[src/rtl/vseq_pkg.sv]
package vseq_pkg;
  typedef enum logic {
    SEQ_IDLE = 1'b0,
    SEQ_RUN  = 1'b1
  } seq_state_e;

  localparam int unsigned SUB_W = 2;  // group size code width, G-1
  localparam int unsigned N_OPND = 3; // rd, rs1, rs2
endpackage

[src/rtl/vseq_rst_sync.sv]
module vseq_rst_sync (
  input  logic clk,
  input  logic rst_n,
  output logic rst_sync_n
);
  logic [1:0] sync_q;

  always_ff @(posedge clk or negedge rst_n) begin
    if (!rst_n) sync_q <= 2'b00;
    else        sync_q <= {sync_q[0], 1'b1};
  end

  assign rst_sync_n = sync_q[1];
endmodule

[src/rtl/vseq_cfg.sv]
module vseq_cfg #(
  parameter int unsigned MAX_VL = 8,
  parameter int unsigned VLW    = 4
) (
  input  logic                     clk,
  input  logic                     rst_n,
  input  logic                     set_en,
  input  logic [VLW-1:0]           set_vl,
  input  logic [vseq_pkg::SUB_W-1:0] set_sub,
  input  logic                     cut_en,
  input  logic [VLW-1:0]           cut_vl,
  output logic [VLW-1:0]           vl_q,
  output logic [vseq_pkg::SUB_W-1:0] sub_q
);
  localparam logic [VLW-1:0] VL_TOP = VLW'(MAX_VL);
  localparam logic [VLW-1:0] VL_ONE = VLW'(1);

  logic [VLW-1:0]             vl_d;
  logic [vseq_pkg::SUB_W-1:0] sub_d;
  logic                       vl_ce;

  always_comb begin
    vl_d  = vl_q;
    sub_d = sub_q;
    vl_ce = set_en | cut_en;
    if (set_en) begin
      if (set_vl == '0)         vl_d = VL_ONE;
      else if (set_vl > VL_TOP) vl_d = VL_TOP;
      else                      vl_d = set_vl;
      sub_d = set_sub;
    end else if (cut_en) begin
      vl_d = cut_vl;
    end
  end

  always_ff @(posedge clk or negedge rst_n) begin
    if (!rst_n) begin
      vl_q  <= VL_ONE;
      sub_q <= '0;
    end else if (vl_ce) begin
      vl_q  <= vl_d;
      sub_q <= sub_d;
    end
  end
endmodule

[src/rtl/vseq_opnd.sv]
module vseq_opnd #(
  parameter int unsigned REG_W = 7,
  parameter int unsigned IDXW  = 5
) (
  input  logic [REG_W-1:0] base,
  input  logic             is_vec,
  input  logic [IDXW-1:0]  idx,
  output logic [REG_W-1:0] reg_o
);
  always_comb begin
    if (is_vec) reg_o = base + REG_W'(idx);
    else        reg_o = base;
  end
endmodule

[src/rtl/vseq_ctrl.sv]
module vseq_ctrl
  import vseq_pkg::*;
#(
  parameter int unsigned MAX_VL = 8,
  parameter int unsigned VLW    = 4,
  parameter int unsigned OFFW   = 3,
  parameter int unsigned REG_W  = 7,
  parameter int unsigned IDXW   = 5
) (
  input  logic              clk,
  input  logic              rst_n,
  input  logic              dec_valid,
  input  logic [REG_W-1:0]  dec_rd,
  input  logic [REG_W-1:0]  dec_rs1,
  input  logic [REG_W-1:0]  dec_rs2,
  input  logic [N_OPND-1:0] dec_vec,
  input  logic [MAX_VL-1:0] dec_mask,
  input  logic              dec_zeroing,
  input  logic              dec_ffirst,
  input  logic              cfg_en,
  input  logic              ld_en,
  input  logic [OFFW-1:0]   ld_elem,
  input  logic [SUB_W-1:0]  ld_sub,
  input  logic [VLW-1:0]    vl,
  input  logic [SUB_W-1:0]  sub_code,
  input  logic              exec_resp,
  input  logic              exec_zero,
  input  logic              exec_fault,
  output logic              busy,
  output logic              exec_valid,
  output logic              zero_wr_en,
  output logic [REG_W-1:0]  base_rd,
  output logic [REG_W-1:0]  base_rs1,
  output logic [REG_W-1:0]  base_rs2,
  output logic [N_OPND-1:0] vec_flags,
  output logic [IDXW-1:0]   flat_idx,
  output logic              pc_adv,
  output logic              trap_req,
  output logic [OFFW-1:0]   elem_offs,
  output logic [SUB_W-1:0]  sub_offs,
  output logic              cut_en,
  output logic [VLW-1:0]    cut_vl
);
  seq_state_e        state_q, state_d;
  logic [OFFW-1:0]   e_q, e_d;
  logic [SUB_W-1:0]  s_q, s_d;
  logic [MAX_VL-1:0] mask_q;
  logic              zer_q, ff_q;
  logic [REG_W-1:0]  rd_q, rs1_q, rs2_q;
  logic [N_OPND-1:0] vec_q;
  logic              pc_d, trap_d;
  logic              pc_q, trap_q;

  logic running, grp_on, last_sub, last_elem, grp_end;
  logic step, fault, ff_cut, finish, dec_ce, offs_ce;

  // group-level control derived from the loop state
  always_comb begin
    running   = (state_q == SEQ_RUN);
    grp_on    = mask_q[e_q];
    last_sub  = (s_q == sub_code);
    last_elem = ((VLW'(e_q) + VLW'(1)) == vl);
    grp_end   = (!grp_on && !zer_q) || last_sub;
    step      = running && (grp_on ? exec_resp : 1'b1);
    fault     = running && grp_on && exec_resp && exec_fault;
    ff_cut    = running && grp_on && exec_resp && !exec_fault && ff_q && exec_zero;
    finish    = step && !fault && (ff_cut || (grp_end && last_elem));
    flat_idx  = IDXW'(e_q) * (IDXW'(sub_code) + IDXW'(1)) + IDXW'(s_q);
  end

  // next-state process
  always_comb begin
    state_d = state_q;
    e_d     = e_q;
    s_d     = s_q;
    pc_d    = 1'b0;
    trap_d  = 1'b0;
    dec_ce  = 1'b0;
    offs_ce = 1'b0;
    unique case (state_q)
      SEQ_IDLE: begin
        if (cfg_en) begin
          e_d     = '0;
          s_d     = '0;
          offs_ce = 1'b1;
        end else if (ld_en) begin
          e_d     = (VLW'(ld_elem) >= vl) ? OFFW'(vl - VLW'(1)) : ld_elem;
          s_d     = (ld_sub > sub_code) ? sub_code : ld_sub;
          offs_ce = 1'b1;
        end
        if (dec_valid) begin
          state_d = SEQ_RUN;
          dec_ce  = 1'b1;
        end
      end
      SEQ_RUN: begin
        if (fault) begin
          state_d = SEQ_IDLE;
          trap_d  = 1'b1;
        end else if (finish) begin
          state_d = SEQ_IDLE;
          e_d     = '0;
          s_d     = '0;
          offs_ce = 1'b1;
          pc_d    = 1'b1;
        end else if (step) begin
          offs_ce = 1'b1;
          if (grp_end) begin
            e_d = e_q + OFFW'(1);
            s_d = '0;
          end else begin
            s_d = s_q + SUB_W'(1);
          end
        end
      end
      default: state_d = SEQ_IDLE;
    endcase
  end

  // register process
  always_ff @(posedge clk or negedge rst_n) begin
    if (!rst_n) begin
      state_q <= SEQ_IDLE;
      e_q     <= '0;
      s_q     <= '0;
      pc_q    <= 1'b0;
      trap_q  <= 1'b0;
      mask_q  <= '0;
      zer_q   <= 1'b0;
      ff_q    <= 1'b0;
      rd_q    <= '0;
      rs1_q   <= '0;
      rs2_q   <= '0;
      vec_q   <= '0;
    end else begin
      state_q <= state_d;
      pc_q    <= pc_d;
      trap_q  <= trap_d;
      if (offs_ce) begin
        e_q <= e_d;
        s_q <= s_d;
      end
      if (dec_ce) begin
        mask_q <= dec_mask;
        zer_q  <= dec_zeroing;
        ff_q   <= dec_ffirst;
        rd_q   <= dec_rd;
        rs1_q  <= dec_rs1;
        rs2_q  <= dec_rs2;
        vec_q  <= dec_vec;
      end
    end
  end

  assign busy       = running;
  assign exec_valid = running && grp_on;
  assign zero_wr_en = running && !grp_on && zer_q;
  assign base_rd    = rd_q;
  assign base_rs1   = rs1_q;
  assign base_rs2   = rs2_q;
  assign vec_flags  = vec_q;
  assign pc_adv     = pc_q;
  assign trap_req   = trap_q;
  assign elem_offs  = e_q;
  assign sub_offs   = s_q;
  assign cut_en     = ff_cut;
  assign cut_vl     = (e_q == '0) ? VLW'(1) : VLW'(e_q);
endmodule

[src/rtl/vec_elem_seq.sv]
module vec_elem_seq
  import vseq_pkg::*;
#(
  parameter int unsigned MAX_VL = 8,
  parameter int unsigned REG_W  = 7,
  localparam int unsigned VLW   = $clog2(MAX_VL + 1),
  localparam int unsigned OFFW  = $clog2(MAX_VL),
  localparam int unsigned IDXW  = $clog2(MAX_VL * 4)
) (
  input  logic              clk,
  input  logic              rst_n,
  input  logic              cfg_en,
  input  logic [VLW-1:0]    cfg_vl,
  input  logic [1:0]        cfg_sub,
  input  logic              ld_en,
  input  logic [OFFW-1:0]   ld_elem,
  input  logic [1:0]        ld_sub,
  input  logic              dec_valid,
  input  logic [REG_W-1:0]  dec_rd,
  input  logic [REG_W-1:0]  dec_rs1,
  input  logic [REG_W-1:0]  dec_rs2,
  input  logic [2:0]        dec_vec,
  input  logic [MAX_VL-1:0] dec_mask,
  input  logic              dec_zeroing,
  input  logic              dec_ffirst,
  output logic              busy,
  output logic              exec_valid,
  output logic [REG_W-1:0]  exec_rd,
  output logic [REG_W-1:0]  exec_rs1,
  output logic [REG_W-1:0]  exec_rs2,
  input  logic              exec_resp,
  input  logic              exec_zero,
  input  logic              exec_fault,
  output logic              zero_wr_en,
  output logic [REG_W-1:0]  zero_wr_reg,
  output logic              pc_adv,
  output logic              trap_req,
  output logic [OFFW-1:0]   elem_offs,
  output logic [1:0]        sub_offs,
  output logic [VLW-1:0]    vl_cur,
  output logic [1:0]        subvl_cur
);
  logic              rst_s_n;
  logic              cut_en;
  logic [VLW-1:0]    cut_vl;
  logic [IDXW-1:0]   flat_idx;
  logic [N_OPND-1:0] vec_flags;
  logic [REG_W-1:0]  base_arr [N_OPND];
  logic [REG_W-1:0]  opnd_arr [N_OPND];

  vseq_rst_sync i_rst (
    .clk        (clk),
    .rst_n      (rst_n),
    .rst_sync_n (rst_s_n)
  );

  vseq_cfg #(.MAX_VL(MAX_VL), .VLW(VLW)) i_cfg (
    .clk     (clk),
    .rst_n   (rst_s_n),
    .set_en  (cfg_en && !busy),
    .set_vl  (cfg_vl),
    .set_sub (cfg_sub),
    .cut_en  (cut_en),
    .cut_vl  (cut_vl),
    .vl_q    (vl_cur),
    .sub_q   (subvl_cur)
  );

  vseq_ctrl #(
    .MAX_VL(MAX_VL), .VLW(VLW), .OFFW(OFFW), .REG_W(REG_W), .IDXW(IDXW)
  ) i_ctrl (
    .clk         (clk),
    .rst_n       (rst_s_n),
    .dec_valid   (dec_valid),
    .dec_rd      (dec_rd),
    .dec_rs1     (dec_rs1),
    .dec_rs2     (dec_rs2),
    .dec_vec     (dec_vec),
    .dec_mask    (dec_mask),
    .dec_zeroing (dec_zeroing),
    .dec_ffirst  (dec_ffirst),
    .cfg_en      (cfg_en),
    .ld_en       (ld_en),
    .ld_elem     (ld_elem),
    .ld_sub      (ld_sub),
    .vl          (vl_cur),
    .sub_code    (subvl_cur),
    .exec_resp   (exec_resp),
    .exec_zero   (exec_zero),
    .exec_fault  (exec_fault),
    .busy        (busy),
    .exec_valid  (exec_valid),
    .zero_wr_en  (zero_wr_en),
    .base_rd     (base_arr[0]),
    .base_rs1    (base_arr[1]),
    .base_rs2    (base_arr[2]),
    .vec_flags   (vec_flags),
    .flat_idx    (flat_idx),
    .pc_adv      (pc_adv),
    .trap_req    (trap_req),
    .elem_offs   (elem_offs),
    .sub_offs    (sub_offs),
    .cut_en      (cut_en),
    .cut_vl      (cut_vl)
  );

  for (genvar g = 0; g < N_OPND; g++) begin : g_opnd
    vseq_opnd #(.REG_W(REG_W), .IDXW(IDXW)) i_opnd (
      .base   (base_arr[g]),
      .is_vec (vec_flags[g]),
      .idx    (flat_idx),
      .reg_o  (opnd_arr[g])
    );
  end

  assign exec_rd     = opnd_arr[0];
  assign exec_rs1    = opnd_arr[1];
  assign exec_rs2    = opnd_arr[2];
  assign zero_wr_reg = opnd_arr[0];
endmodule

[config.mk]
export PLATFORM = sky130hd
export DESIGN_NAME = vec_elem_seq
export DESIGN_NICKNAME = d
export VERILOG_FILES = /design/src/rtl/vseq_pkg.sv /design/src/rtl/vseq_rst_sync.sv /design/src/rtl/vseq_cfg.sv /design/src/rtl/vseq_opnd.sv /design/src/rtl/vseq_ctrl.sv /design/src/rtl/vec_elem_seq.sv
export SDC_FILE = /design/constraint.sdc
export NUM_CORES = 1
export LEC_CHECK = 0
export ABC_AREA = 1
export CAP_MARGIN = 25
export CORE_MARGIN = 2
export CORE_UTILIZATION = 50
export CTS_CLUSTER_DIAMETER = 30
export CTS_CLUSTER_SIZE = 28
export DETAILED_ROUTE_END_ITERATION = 8
export DONT_BUFFER_PORTS = 1
export GPL_TIMING_DRIVEN = 1
export SYNTH_ARGS = -nofsm -noshare
export SYNTH_HDL_FRONTEND = slang
export SYNTH_SLANG_ARGS = --single-unit
[constraint.sdc]
create_clock -name clk -period 8.4 [get_ports clk]
set_input_delay 2.1 -clock clk [delete_from_list [all_inputs] [get_ports clk]]
set_output_delay 2.1 -clock clk [all_outputs]
set_load 0.02 [all_outputs]
==> flow_summary.yaml, run 1 <==
status:
  outcome: "complete, no violations"
yosys:
  postSynthAreaPerCell_um2: 8.21
  register_bit_count_reported_by_yosys: 50
  yosys_warnings: 0
  synthFlopType: "sky130_fd_sc_hd__dfrtp_1"
  syn-cell-area_um2: 3570
  yosys_top_cell_by_area: "sky130_fd_sc_hd__dfrtp_1"
  synthCells: 435
  yosysSeqAreaShare: 0.351
  number_of_flops_mapped_to_enable_cells_by_yosys: 0
  synth_largest_type_area_fraction: 0.343
  netlist_top_cells_area: "sky130_fd_sc_hd__dfrtp_1, sky130_fd_sc_hd__ha_1, sky130_fd_sc_hd__nand2_1"
  async_sr_flop_fraction: 1.00
  synthesis.nets: 530
  synth_cell_types: 35
sta:
  final.setup.tns_ps: 0
  portion_of_the_clock_cycle_consumed_by_the_worst_path_in_the_final_layout: 0.776
  finalHoldWorstSlack_ps: 224
  drv_slew: 0
  max-slew-margin-rel: 0.368
  peak_clock_frequency_supported_by_timing_mhz: 153
  worstMarginPinSlew_ps: 945
  setup_ws_ps: 1880
  finClkSkew_ps: 5.92
  final-hold-violation-count: 0
  setup_viol: 0
  post-route-min-period_ps: 6520
  grt_setup_unrepaired: "false"
place:
  dp_worst_setup_slack_ps: 2200
  hpwl_mm: 6.02
  gpl.final_weighted_congestion: 0.826
  buffer_ports.inserted: 0
  placedCellCount: 519
global_route:
  pin_count_of_the_biggest_net_entering_global_routing: 48
  globalRoute.totalOverflow: 0
  first_global_vias: 2538
  antenna_found_initial: 0
  grt_use_total: 0.200
  wire_length_of_the_first_global_routing_pass_mm: 12.0
drt:
  dr.max_layer_used: "met4"
  drt-initial-drc-count: 75
  wl_met2_mm: 3.86
  detailroute.via_count: 2756
  detail_route.drc_violations: 0
  detail_route.vias_per_cell: 5.23
  dr_wl_met3_um: 377
  route.detailed.wl_per_inst_um: 14.5
  drt_pass1_iterations: 4
  postRouteWirelength_mm: 7.64
  wl_met1_mm: 3.34
  postRouteAntennaNets: 0
cells_and_area:
  instances_no_fill: 527
  most_common_cell_after_layout_fill_and_taps_aside: "sky130_fd_sc_hd__nand2_1"
  diodes_inserted: 0
  drive_gt1_frac: 0.104
  mostFrequentLayoutCells: "sky130_fd_sc_hd__nand2_1, sky130_fd_sc_hd__inv_1, sky130_fd_sc_hd__dfrtp_1, sky130_fd_sc_hd__nor2_1, sky130_fd_sc_hd__ha_1"
  design.final.nets: 525
  area_delta_synth_final_pct: 4.45
flow_run:
  max_cap_violations: 0
floorplanning:
  core_region_area_um2: 6870
  floorplan.initialDensity: 0.520
  die_area_um2: 7830
  rows: 30
  die-width_um: 88.5
  top_level_pins: 97
  die-height_um: 88.5
setup_path:
  worst_setup_path_end_kind: "output pin"
  path_max_fanout: 8
  worstRegToRegCells: 12
  worst_ep_required_time_ps: 6300
  worst-r2r-setup-slack_ps: 6060
  crit_type: "register to output pin"
  critPathLaunchType: "register"
  worst-endpoint-arrival_ps: 4420
min_path:
  hold_class: "register to async pin"
clock_network:
  htree_levels: 2
  tritoncts_clock_tree: "built"
  cts_buffers: 5
  clkSlewWorstSetupHoldPaths_ps: 110
  numClockSinks: 50
  cts_setup_buffers: 0
  ctsResizeCount: 0
  clock_insertion_delay_worst_skew_ps: 310
  cts.root.buffer_cell: "sky130_fd_sc_hd__clkbuf_8"
  cts.hold.buffers_added: 0
  clock_tree.buffer_depth: 2
-- Yosys cell counts, types with 2 or more instances --
cell / count
sky130_fd_sc_hd__o211ai_1: 4
sky130_fd_sc_hd__inv_1: 50
sky130_fd_sc_hd__clkinv_1: 3
sky130_fd_sc_hd__mux2_2: 22
sky130_fd_sc_hd__nand3_1: 17
sky130_fd_sc_hd__nor3_1: 3
sky130_fd_sc_hd__nor2_1: 40
sky130_fd_sc_hd__o21ai_0: 18
sky130_fd_sc_hd__nand2_1: 101
sky130_fd_sc_hd__dfrtp_1: 49
sky130_fd_sc_hd__buf_4: 7
sky130_fd_sc_hd__nand2_2: 3
sky130_fd_sc_hd__buf_2: 6
sky130_fd_sc_hd__fa_1: 5
sky130_fd_sc_hd__a21oi_1: 30
sky130_fd_sc_hd__o31ai_1: 3
sky130_fd_sc_hd__xor2_1: 8
sky130_fd_sc_hd__xnor2_1: 8
sky130_fd_sc_hd__o22ai_1: 2
sky130_fd_sc_hd__o21bai_1: 3
sky130_fd_sc_hd__inv_2: 3
sky130_fd_sc_hd__ha_1: 37
-- final timing paths --
check	startpoint	endpoint
max in group asynchronous	rst_n	i_rst.sync_q[1]
worst min register to register	i_rst.sync_q[1]	i_ctrl.base_rs2[0]
worst min-delay path	i_rst.sync_q[1]	i_ctrl.base_rs2[0]
min in group clk	i_rst.sync_q[0]	i_rst.sync_q[1]
worst max-delay path	i_cfg.sub_q[0]	exec_rd[5]
worst max register to register	i_ctrl.elem_offs[0]	i_ctrl.elem_offs[0]
-- stage by stage --
| stage | cell area [um^2] | utilization |
|---|---|---|
| 6_report | 3730 | 0.543 |
| 5_1_grt | 3730 | 0.543 |
| 4_1_cts | 3730 | 0.543 |
| 3_5_place_dp | 3630 | 0.529 |
| 3_3_place_gp | 3610 | 0.526 |
| 2_1_floorplan | 3570 | - |
-- flip-flops by register name (all words and copies together), names as in the netlist --
| register | flops |
|---|---|
| i_ctrl.mask_q | 8 |
| i_ctrl.base_rd | 7 |
| i_ctrl.base_rs1 | 7 |
| i_ctrl.base_rs2 | 7 |
| i_cfg.vl_q | 4 |
| i_ctrl.elem_offs | 3 |
| i_ctrl.vec_flags | 3 |
| i_cfg.sub_q | 2 |
| i_ctrl.sub_offs | 2 |
| i_rst.sync_q | 2 |
| i_ctrl.busy | 1 |
| i_ctrl.ff_q | 1 |
| i_ctrl.pc_adv | 1 |
| i_ctrl.trap_req | 1 |
| i_ctrl.zer_q | 1 |
-- worst max-delay path, cell delays in order (launching register included) --
cell                      delay (ps)
sky130_fd_sc_hd__dfrtp_1         540
sky130_fd_sc_hd__ha_1            390
sky130_fd_sc_hd__nand2_1          80
sky130_fd_sc_hd__inv_1            60
sky130_fd_sc_hd__fa_1            450
sky130_fd_sc_hd__ha_1            350
sky130_fd_sc_hd__fa_1            550
sky130_fd_sc_hd__ha_1            360
sky130_fd_sc_hd__inv_1            50
sky130_fd_sc_hd__nor2_1          150
sky130_fd_sc_hd__nor2_1           60
sky130_fd_sc_hd__nor2_1          130
sky130_fd_sc_hd__o21ai_0         100
sky130_fd_sc_hd__a21oi_1         170
sky130_fd_sc_hd__xor2_1          670
-- layer usage --
metal / vias to the layer above / global-route usage
met1: 1297 / 0.253
met3: 5 / 0.0364
met2: 69 / 0.355
li1: 1385 / -
met5: - / 0
met4: 0 / 0.0496
-- area by class of cell --
type,instances,area [um^2]
repair buffers,3,35.0
flip-flops and latches,50,1250
clock inverters,3,28.8
clock buffers,5,68.8
fillers,682,3140
inverters,56,210
well taps,96,120
multi-input cells,314,2010
-- cells by family after synthesis --
logic type / synth area share
simple gates: 0.192
buf+inv: 0.0862
compound gates: 0.103
flops: 0.351
fa+ha+maj: 0.158
mux: 0.0694
xor+xnor: 0.0393
other cells: 0.00105
Power of run 1 is left out: the tool's default activity adds up to more than one toggle a clock period on the data nets, which glitch-free logic cannot reach.
==> run 2, diff against run 1 <==
==> constraint.sdc (replaced) <==
create_clock -name clk -period 6.8 [get_ports clk]
set_input_delay 1.7 -clock clk [delete_from_list [all_inputs] [get_ports clk]]
set_output_delay 1.7 -clock clk [all_outputs]
set_load 0.02 [all_outputs]
==> flow_summary.yaml, run 2 (synthesis results as in run 1) <==
status:
  outcome: "complete, no violations"
setup_path:
  path_max_fanout: 8
  worstRegToRegCells: 3
  reg2reg_from: "i_ctrl.busy"
  crit_type: "register to output pin"
  worst_setup_path_end_kind: "output pin"
  worst_ep_required_time_ps: 5100
  worst-endpoint-arrival_ps: 4420
  critPathLaunchType: "register"
  worst-r2r-setup-slack_ps: 4610
  worst_r2r_endpoint: "i_ctrl.base_rd[4]"
sta:
  grt_setup_unrepaired: "false"
  portion_of_the_clock_cycle_consumed_by_the_worst_path_in_the_final_layout: 0.899
  worstMarginPinSlew_ps: 974
  post-route-min-period_ps: 6120
  setup_viol: 0
  max-slew-margin-rel: 0.348
  drv_slew: 0
  finClkSkew_ps: 8.44
  peak_clock_frequency_supported_by_timing_mhz: 164
  final-hold-violation-count: 0
  final.setup.tns_ps: 0
clock_network:
  cts_setup_buffers: 0
  clkSlewWorstSetupHoldPaths_ps: 100
  numClockSinks: 50
  tritoncts_clock_tree: "built"
  cts.root.buffer_cell: "sky130_fd_sc_hd__clkbuf_8"
  clock_insertion_delay_worst_skew_ps: 310
  clock_tree.buffer_depth: 2
  htree_levels: 2
  cts_buffers: 5
  ctsResizeCount: 0
  cts.hold.buffers_added: 0
floorplanning:
  die-height_um: 88.5
  core_region_area_um2: 6870
  die_area_um2: 7830
  die-width_um: 88.5
  floorplan.initialDensity: 0.520
  top_level_pins: 97
  rows: 30
cells_and_area:
  sequential_cell_area_um2: 1250
  largest_register: "i_ctrl.mask_q"
  number_of_flip_flops_under_the_largest_register_name: 8
  area_of_the_multi_input_gates_um2: 2010
  design.final.nets: 528
  most_common_cell_after_layout_fill_and_taps_aside: "sky130_fd_sc_hd__nand2_1"
  layout.filler_cells: 655
  diodes_inserted: 0
  drive_gt1_frac: 0.111
  area_delta_synth_final_pct: 5.61
  mostFrequentLayoutCells: "sky130_fd_sc_hd__nand2_1, sky130_fd_sc_hd__inv_1, sky130_fd_sc_hd__dfrtp_1, sky130_fd_sc_hd__nor2_1, sky130_fd_sc_hd__ha_1"
global_route:
  grt_use_total: 0.206
  wire_length_of_the_first_global_routing_pass_mm: 12.5
  antenna_found_initial: 0
  pin_count_of_the_biggest_net_entering_global_routing: 48
  globalRoute.totalOverflow: 0
  first_global_vias: 2738
flow_run:
  max_cap_violations: 0
drt:
  detail_route.vias_per_cell: 5.20
  postRouteWirelength_mm: 7.67
  detailroute.via_count: 2757
  drt_pass1_iterations: 4
  postRouteAntennaNets: 0
  detail_route.drc_violations: 0
  route.detailed.wl_per_inst_um: 14.5
  drt-initial-drc-count: 95
place:
  hpwl_mm: 6.07
  buffer_ports.inserted: 0
  gpl.final_weighted_congestion: 0.846
min_path:
  hold_class: "register to async pin"
[run 2: cell count changes in the layout (fill, tap and decap cells not counted), sizes merged]
cell / previous run / this run
buf: 3 / 6
inv: 55 / 54
bufinv: 0 / 1
[run 2: how the worst max path moves through the flow]
stage,end,cells past startpoint,start
final,exec_rd[5],14,i_cfg.sub_q[0]
after global routing,exec_rd[5],14,i_cfg.sub_q[0]
after CTS,exec_rd[5],14,i_cfg.sub_q[0]
after detailed placement,exec_rd[5],14,i_cfg.sub_q[0]
after global placement,zero_wr_reg[5],14,i_cfg.sub_q[0]
after floorplan,zero_wr_reg[4],15,i_cfg.sub_q[0]
[run 2: final cells by class]
type | count | share of cell area
clock inverters | 3 | 0.0126
clock buffers | 5 | 0.0183
well taps | 96 | 0.0319
flip-flops and latches | 50 | 0.333
inverters | 56 | 0.0558
repair buffers | 6 | 0.0153
multi-input cells | 314 | 0.534
[run 2: worst max-delay path: stages (launching register included)]
cell	delay, ps
sky130_fd_sc_hd__dfrtp_1	540
sky130_fd_sc_hd__ha_1	390
sky130_fd_sc_hd__nand2_1	80
sky130_fd_sc_hd__inv_1	70
sky130_fd_sc_hd__fa_1	460
sky130_fd_sc_hd__ha_1	360
sky130_fd_sc_hd__fa_1	560
sky130_fd_sc_hd__ha_1	360
sky130_fd_sc_hd__inv_1	50
sky130_fd_sc_hd__nor2_1	130
sky130_fd_sc_hd__nor2_1	60
sky130_fd_sc_hd__nor2_1	110
sky130_fd_sc_hd__o21ai_0	100
sky130_fd_sc_hd__a21oi_1	180
sky130_fd_sc_hd__xor2_1	660
[run 2: metal layers]
layer	global-route usage	share of wire
met4	0.0606	0.014
met2	0.360	0.50
met5	0	0
met3	0.0457	0.055
met1	0.254	0.43
[run 2: metrics by stage]
stage	worst slack (ps)	cells	hold slack (ps)	utilization	instance area (um^2)
5_1_grt	428	530	227	0.549	3770
3_3_place_gp	1110	521	337	0.529	3630
3_5_place_dp	1020	522	192	0.532	3650
2_1_floorplan	1290	435	331	-	3570
4_1_cts	664	530	202	0.549	3770
6_report	685	530	186	0.549	3770
Power of run 2 is left out for the same reason.
